<file path="src/rtl/irqdm_pkg.sv">
package irqdm_pkg;
  localparam int unsigned REG_W = 32;

  // status bit positions
  localparam int unsigned POS_LINK_DOWN   = 0;
  localparam int unsigned POS_ECRC        = 1;
  localparam int unsigned POS_STREAM      = 2;
  localparam int unsigned POS_HOT_RESET   = 3;
  localparam int unsigned POS_CPL_LSB     = 5;
  localparam int unsigned CPL_W           = 3;
  localparam int unsigned POS_CFG_TIMEOUT = 8;
  localparam int unsigned POS_MSG_CORR    = 9;
  localparam int unsigned POS_MSG_NONFAT  = 10;
  localparam int unsigned POS_MSG_FATAL   = 11;
  localparam int unsigned POS_INTX        = 16;
  localparam int unsigned POS_MSI         = 17;
  localparam int unsigned POS_SLV_LSB     = 20;
  localparam int unsigned SLV_W           = 6;
  localparam int unsigned POS_MST_LSB     = 26;
  localparam int unsigned MST_W           = 3;

  localparam logic [REG_W-1:0] IMPL_MASK_DEFAULT = 32'h1FF3_0FED;

  typedef enum logic [1:0] {
    SEL_NONE = 2'd0,
    SEL_STAT = 2'd1,
    SEL_ENAB = 2'd2
  } reg_sel_e;
endpackage

</file>
<file path="src/rtl/irqdm_event_map.sv">
module irqdm_event_map
  import irqdm_pkg::*;
#(
  parameter logic [REG_W-1:0] IMPL_MASK = IMPL_MASK_DEFAULT
) (
  input  logic             ev_link_down,
  input  logic             ev_ecrc,
  input  logic             ev_stream,
  input  logic             ev_hot_reset,
  input  logic [CPL_W-1:0] ev_cfg_status,
  input  logic             ev_cfg_timeout,
  input  logic             ev_msg_corr,
  input  logic             ev_msg_nonfatal,
  input  logic             ev_msg_fatal,
  input  logic             ev_intx,
  input  logic             ev_msi,
  input  logic [SLV_W-1:0] ev_slv_fault,
  input  logic [MST_W-1:0] ev_mst_fault,
  output logic [REG_W-1:0] set_o
);
  logic [REG_W-1:0] raw;
  logic [REG_W-1:0] single_bits;
  logic [REG_W-1:0] field_bits;

  always_comb begin
    single_bits                  = '0;
    single_bits[POS_LINK_DOWN]   = ev_link_down;
    single_bits[POS_ECRC]        = ev_ecrc;
    single_bits[POS_STREAM]      = ev_stream;
    single_bits[POS_HOT_RESET]   = ev_hot_reset;
    single_bits[POS_CFG_TIMEOUT] = ev_cfg_timeout;
    single_bits[POS_MSG_CORR]    = ev_msg_corr;
    single_bits[POS_MSG_NONFAT]  = ev_msg_nonfatal;
    single_bits[POS_MSG_FATAL]   = ev_msg_fatal;
    single_bits[POS_INTX]        = ev_intx;
    single_bits[POS_MSI]         = ev_msi;
  end

  // multi-bit fields placed by generate loops
  for (genvar gi = 0; gi < REG_W; gi++) begin : g_field
    if (gi >= POS_CPL_LSB && gi < POS_CPL_LSB + CPL_W) begin : g_cpl
      assign field_bits[gi] = ev_cfg_status[gi - POS_CPL_LSB];
    end else if (gi >= POS_SLV_LSB && gi < POS_SLV_LSB + SLV_W) begin : g_slv
      assign field_bits[gi] = ev_slv_fault[gi - POS_SLV_LSB];
    end else if (gi >= POS_MST_LSB && gi < POS_MST_LSB + MST_W) begin : g_mst
      assign field_bits[gi] = ev_mst_fault[gi - POS_MST_LSB];
    end else begin : g_none
      assign field_bits[gi] = 1'b0;
    end
  end

  assign raw   = single_bits | field_bits;
  assign set_o = raw & IMPL_MASK;
endmodule

</file>
<file path="src/rtl/irqdm_sticky_reg.sv">
module irqdm_sticky_reg
  import irqdm_pkg::*;
#(
  parameter logic [REG_W-1:0] IMPL_MASK = IMPL_MASK_DEFAULT
) (
  input  logic             clk,
  input  logic             rst_n,
  input  logic [REG_W-1:0] set_i,
  input  logic [REG_W-1:0] clr_i,
  output logic [REG_W-1:0] stat_q
);
  logic [REG_W-1:0] stat_d;
  logic             upd_en;

  // set has priority over clear so no event is lost
  always_comb begin
    stat_d = ((stat_q & ~clr_i) | set_i) & IMPL_MASK;
    upd_en = (|set_i) | (|clr_i);
  end

  always_ff @(posedge clk or negedge rst_n) begin
    if (!rst_n) begin
      stat_q <= '0;
    end else if (upd_en) begin
      stat_q <= stat_d;
    end
  end


  set_wins_chk: assert property (@(posedge clk) disable iff (!rst_n)
    ((set_i & IMPL_MASK) != '0) |=> ((stat_q & $past(set_i & IMPL_MASK)) == $past(set_i & IMPL_MASK)));


  w1c_clear_chk: assert property (@(posedge clk) disable iff (!rst_n)
    (clr_i != '0) |=> ((stat_q & $past(clr_i) & ~$past(set_i)) == '0));


  w1c_hold_chk: assert property (@(posedge clk) disable iff (!rst_n)
    1'b1 |=> ((stat_q & ~$past(set_i)) == ($past(stat_q) & ~$past(clr_i) & ~$past(set_i))));


  stat_impl_chk: assert property (@(posedge clk) disable iff (!rst_n)
    (stat_q & ~IMPL_MASK) == '0);
endmodule

</file>
<file path="src/rtl/irqdm_enable_reg.sv">
module irqdm_enable_reg
  import irqdm_pkg::*;
#(
  parameter logic [REG_W-1:0] IMPL_MASK = IMPL_MASK_DEFAULT
) (
  input  logic             clk,
  input  logic             rst_n,
  input  logic             wr_en,
  input  logic [REG_W-1:0] wdata,
  output logic [REG_W-1:0] enab_q
);
  logic [REG_W-1:0] enab_d;

  always_comb enab_d = wdata & IMPL_MASK;

  always_ff @(posedge clk or negedge rst_n) begin
    if (!rst_n) begin
      enab_q <= '0;
    end else if (wr_en) begin
      enab_q <= enab_d;
    end
  end


  enab_impl_chk: assert property (@(posedge clk) disable iff (!rst_n)
    (enab_q & ~IMPL_MASK) == '0);


  enab_hold_chk: assert property (@(posedge clk) disable iff (!rst_n)
    !wr_en |=> $stable(enab_q));
endmodule

</file>
<file path="src/rtl/irqdm_irq_gen.sv">
module irqdm_irq_gen
  import irqdm_pkg::*;
(
  input  logic             clk,
  input  logic             rst_n,
  input  logic [REG_W-1:0] stat_i,
  input  logic [REG_W-1:0] enab_i,
  output logic             irq_o
);
  logic irq_d;

  always_comb irq_d = |(stat_i & enab_i);

  always_ff @(posedge clk or negedge rst_n) begin
    if (!rst_n) begin
      irq_o <= 1'b0;
    end else begin
      irq_o <= irq_d;
    end
  end


  irq_follow_chk: assert property (@(posedge clk) disable iff (!rst_n)
    1'b1 |=> (irq_o == (($past(stat_i) & $past(enab_i)) != '0)));


  irq_quiet_chk: assert property (@(posedge clk) disable iff (!rst_n)
    (enab_i == '0) |=> !irq_o);
endmodule

</file>
<file path="src/rtl/irqdm_ctrl.sv">
module irqdm_ctrl
  import irqdm_pkg::*;
#(
  parameter int unsigned       ADDR_W    = 4,
  parameter logic [REG_W-1:0]  IMPL_MASK = IMPL_MASK_DEFAULT,
  parameter logic [ADDR_W-1:0] STAT_OFS  = 'h0,
  parameter logic [ADDR_W-1:0] ENAB_OFS  = 'h4
) (
  input  logic              clk,
  input  logic              rst_n,
  input  logic              ev_link_down,
  input  logic              ev_ecrc,
  input  logic              ev_stream,
  input  logic              ev_hot_reset,
  input  logic [2:0]        ev_cfg_status,
  input  logic              ev_cfg_timeout,
  input  logic              ev_msg_corr,
  input  logic              ev_msg_nonfatal,
  input  logic              ev_msg_fatal,
  input  logic              ev_intx,
  input  logic              ev_msi,
  input  logic [5:0]        ev_slv_fault,
  input  logic [2:0]        ev_mst_fault,
  input  logic              bus_wr,
  input  logic              bus_rd,
  input  logic [ADDR_W-1:0] bus_addr,
  input  logic [31:0]       bus_wdata,
  output logic [31:0]       bus_rdata,
  output logic              irq
);
  logic [REG_W-1:0] set_vec;
  logic [REG_W-1:0] clr_vec;
  logic [REG_W-1:0] stat_q;
  logic [REG_W-1:0] enab_q;
  logic             enab_wr;
  reg_sel_e         sel;
  logic [REG_W-1:0] rdata_d;
  logic [REG_W-1:0] rdata_q;

  always_comb begin
    if (bus_addr == STAT_OFS)      sel = SEL_STAT;
    else if (bus_addr == ENAB_OFS) sel = SEL_ENAB;
    else                           sel = SEL_NONE;
  end

  always_comb begin
    clr_vec = (bus_wr && sel == SEL_STAT) ? (bus_wdata & IMPL_MASK) : '0;
    enab_wr = bus_wr && (sel == SEL_ENAB);
  end

  irqdm_event_map #(.IMPL_MASK(IMPL_MASK)) u_map (
    .ev_link_down   (ev_link_down),
    .ev_ecrc        (ev_ecrc),
    .ev_stream      (ev_stream),
    .ev_hot_reset   (ev_hot_reset),
    .ev_cfg_status  (ev_cfg_status),
    .ev_cfg_timeout (ev_cfg_timeout),
    .ev_msg_corr    (ev_msg_corr),
    .ev_msg_nonfatal(ev_msg_nonfatal),
    .ev_msg_fatal   (ev_msg_fatal),
    .ev_intx        (ev_intx),
    .ev_msi         (ev_msi),
    .ev_slv_fault   (ev_slv_fault),
    .ev_mst_fault   (ev_mst_fault),
    .set_o          (set_vec)
  );

  irqdm_sticky_reg #(.IMPL_MASK(IMPL_MASK)) u_stat (
    .clk   (clk),
    .rst_n (rst_n),
    .set_i (set_vec),
    .clr_i (clr_vec),
    .stat_q(stat_q)
  );

  irqdm_enable_reg #(.IMPL_MASK(IMPL_MASK)) u_enab (
    .clk   (clk),
    .rst_n (rst_n),
    .wr_en (enab_wr),
    .wdata (bus_wdata),
    .enab_q(enab_q)
  );

  irqdm_irq_gen u_irq (
    .clk   (clk),
    .rst_n (rst_n),
    .stat_i(stat_q),
    .enab_i(enab_q),
    .irq_o (irq)
  );

  always_comb begin
    unique case (sel)
      SEL_STAT: rdata_d = stat_q;
      SEL_ENAB: rdata_d = enab_q;
      default:  rdata_d = '0;
    endcase
  end

  always_ff @(posedge clk or negedge rst_n) begin
    if (!rst_n) begin
      rdata_q <= '0;
    end else if (bus_rd) begin
      rdata_q <= rdata_d;
    end
  end

  assign bus_rdata = rdata_q;


  rd_stat_chk: assert property (@(posedge clk) disable iff (!rst_n)
    (bus_rd && bus_addr == STAT_OFS) |=> (bus_rdata == $past(stat_q)));


  rd_enab_chk: assert property (@(posedge clk) disable iff (!rst_n)
    (bus_rd && bus_addr == ENAB_OFS) |=> (bus_rdata == $past(enab_q)));


  rd_hole_chk: assert property (@(posedge clk) disable iff (!rst_n)
    (bus_rd && bus_addr != STAT_OFS && bus_addr != ENAB_OFS) |=> (bus_rdata == '0));
endmodule

</file>
<file path="config.mk">
export PLATFORM = sky130hd
export DESIGN_NAME = irqdm_ctrl
export DESIGN_NICKNAME = d
export VERILOG_FILES = /design/src/rtl/irqdm_pkg.sv /design/src/rtl/irqdm_event_map.sv /design/src/rtl/irqdm_sticky_reg.sv /design/src/rtl/irqdm_enable_reg.sv /design/src/rtl/irqdm_irq_gen.sv /design/src/rtl/irqdm_ctrl.sv
export SDC_FILE = /design/constraint.sdc
export NUM_CORES = 1
export LEC_CHECK = 0
export BUFFER_PORTS_ARGS = -buffer_cell sky130_fd_sc_hd__buf_2
export CELL_PAD_IN_SITES_DETAIL_PLACEMENT = 0
export CELL_PAD_IN_SITES_GLOBAL_PLACEMENT = 1
export CORE_UTILIZATION = 39
export DETAILED_ROUTE_END_ITERATION = 12
export PLACE_DENSITY_LB_ADDON = 0.1
export SLEW_MARGIN = 30
export SYNTH_ARGS = -nofsm -noshare
export SYNTH_HDL_FRONTEND = slang
export SYNTH_SLANG_ARGS = --single-unit
</file>
<file path="constraint.sdc">
create_clock -name clk -period 1.45 [get_ports clk]
set_input_delay 0.2175 -clock clk [delete_from_list [all_inputs] [get_ports clk]]
set_output_delay 0.2175 -clock clk [all_outputs]
set_load 0.02 [all_outputs]
</file>
==> flow_summary.json <==
{
  "synth_ff_type": "dfrtp_1",
  "grt_max_degree": 65,
  "avgRoutedWirePerCell_um": 16.7,
  "critPathCaptureType": "flop",
  "critPathTopFamily": "simple AND/OR/NAND/NOR gates",
  "nNetsFinal": 356,
  "htree_levels": 3,
  "fp.dieH_um": 87.0,
  "path_class": "flop to flop",
  "numPortBuffers": 71,
  "remaining_drc_errors": 0,
  "layout-drive-gt1-share": 0.408,
  "num_rows": 30,
  "synthDominantCellAreaShare": 0.569,
  "start_util": 0.410,
  "path_clk_slew_ps": 70,
  "synth_top_cell_by_area": "dfrtp_1",
  "pin_count": 95,
  "netlist_area_sq_um": 2820,
  "yosys.area_share.simple": 0.108,
  "synth_top_family_by_area": "compound AO/OA/AOI/OAI gates",
  "syn_avg_cell_area_sq_um": 13.3,
  "r2r-end": "u_irq.irq_o",
  "hold_viol_final": 0,
  "max_stage_delay_ps": 420,
  "drt_iter0_drc": 106,
  "ys_types": 21,
  "cp_slowest_cell": "dfrtp_1",
  "hp-start": "ev_intx",
  "ys_ff_latch": 64,
  "clk_path_buf_depth": 2,
  "holdCritPathClass": "primary input to flop",
  "ys.warnings.count": 0,
  "postRouteAntennaNets": 0,
  "synthMuxAreaShare": 0.111,
  "areaGrowthSynthToFinish_pct": 25.9,
  "synth_xor_area_frac": 0,
  "num_vias": 2012,
  "peakVddDrop_mv": 0.543,
  "cts_setup_buffers": 0,
  "die_w_um": 87.0,
  "cts_resized": 0,
  "rsz0062_at_grt": "no",
  "antenna_found_initial": 0,
  "grt_pass1_wl_um": 10800,
  "synth-compound-area-share": 0.158,
  "start_kind": "flop",
  "ys_top_cells_by_area": "dfrtp_1 (57%), mux2_4 (11%), a221o_1 (7.5%)",
  "drv_slew": 0,
  "crit_fanout": 3,
  "wl_um": 6610,
  "p_per_area_nw_per_um2": 1240,
  "r2r.worst_path.cells": 3,
  "cp.arrival_ps": 1590,
  "cp_num_buf_inv": 0,
  "dp_hpwl_um": 4390,
  "place_area_sq_um": 3310,
  "fin_cells": 395,
  "grt_pass1_vias": 2069,
  "core-area_sq_um": 6870,
  "hold_path_end": "u_stat.stat_q[16]",
  "num_antenna_cells": 0,
  "synth_cells": 212,
  "synth_edf_count": 0,
  "numCtsBuffers": 9,
  "ys_seq_area_frac": 0.569,
  "finClkSkew_ps": 5.21,
  "fin_crit_sh": 0.954,
  "worstPathRequired_ps": 1660,
  "vias_per_cell": 5.09,
  "synth_common_cells": "dfrtp_1 (64), nand3_1 (23), a21o_1 (21), a221o_1 (21), nor2b_1 (21)",
  "place.gp.congestion": 0.750,
  "placed_cells": 378,
  "clock_latency_ps": 330,
  "tns_ps": 0,
  "grt.overflow.total": 0,
  "status": "completed",
  "drt_pass1_iterations": 4,
  "crit_chain": "a222oi_1, nand3_1, or3_1",
  "hold-path-cell-count": 2,
  "fin_crit_ps": 1380,
  "leakage_nw": 1.68,
  "grt_use_total": 0.193,
  "r2r-start": "u_enab.enab_q[8]",
  "dieArea_sq_um": 7560,
  "yosysMostFrequentCell": "dfrtp_1",
  "ctsRootBufferMaster": "clkbuf_8",
  "fin_area_sq_um": 3540,
  "synthArstFlopShare": 1.00,
  "setup_viol_count_final": 0,
  "cts_tree": "done",
  "fmax_mhz": 723,
  "ff2ff_setup_slack_ps": 70,
  "synthAdderAreaFrac": 0,
  "clock-sinks": 64,
  "max_cap_viol_count": 0
}
==> metrics by stage <==
step	setup slack (ps)	power [mW]	hold WS (ps)	utilization
finish	66.9	4.41	56.2	0.516
detailed placement	43.6	2.76	260	0.483
global placement	48.3	2.75	264	0.483
floorplan	199	2.51	-78.1	-
CTS	51.0	4.46	47.6	0.516
global route	14.2	4.62	53.2	0.516
==> timing repair <==
item | in CTS | in global routing
hold buffers | 1 | 0
hold endpoints to repair | 64 | 0
setup endpoints to repair | 0 | 1
==> state kept, by name, indices dropped and copies added, names as in the netlist <==
register       cells
u_stat.stat_q     21
u_irq.irq_o        1
u_enab.enab_q     21
bus_rdata         21
==> worst max-delay path by stage <==
stage                                 from           endpoint  slack (ps)  cells past startpoint
after global routing      u_enab.enab_q[8]        u_irq.irq_o          10                      3
after detailed placement       bus_addr[3]   u_enab.enab_q[2]          40                      5
after floorplan           u_stat.stat_q[8]        u_irq.irq_o         200                      3
final                     u_enab.enab_q[8]        u_irq.irq_o          70                      3
after CTS                 u_stat.stat_q[8]        u_irq.irq_o          50                      3
after global placement         bus_addr[3]  u_enab.enab_q[26]          50                      5
==> where the power goes <==
| group | leakage [nW] | switching [mW] | internal [mW] |
|---|---|---|---|
| Clock | 0.112 | 0.682 | 1.01 |
| Sequential | 0.739 | 0.144 | 1.96 |
| Combinational | 0.832 | 0.271 | 0.347 |
| Total | 1.68 | 1.10 | 3.31 |
==> final cells by class <==
| class | count | area [sq um] |
|---|---|---|
| well taps | 96 | 120 |
| multi-input cells | 135 | 1110 |
| fillers | 633 | 3320 |
| clock inverters | 6 | 82.6 |
| repair buffers | 84 | 493 |
| flip-flops and latches | 64 | 1600 |
| clock buffers | 10 | 138 |
==> per-layer routing <==
layer  GRT usage  wire, um  vias to the layer above
met1       0.276      3280                     1011
li1            -         -                      936
met4      0.0773        85                        0
met5           0         0                        -
met3      0.0303       259                        8
met2       0.293      2980                       57
==> cells by family after synthesis <==
family	Yosys count
mux	21
simple gates	51
buf+inv	23
flops	64
compound gates	52
other cells	1
==> cells in the final DEF (no fill, tap or decap), types with 2 or more instances in the layout <==
cell type and count:
mux2_4 20, buf_4 9, clkbuf_8 10, a21o_1 21
a22oi_1 9, dfrtp_1 64, nand3_1 23, a221o_1 21
nor2b_1 21, buf_2 71, and2_1 2, conb_1 11
bufinv_16 2, buf_12 3, clkinv_2 3
No activity file was read; power rests on OpenSTA's default activity.
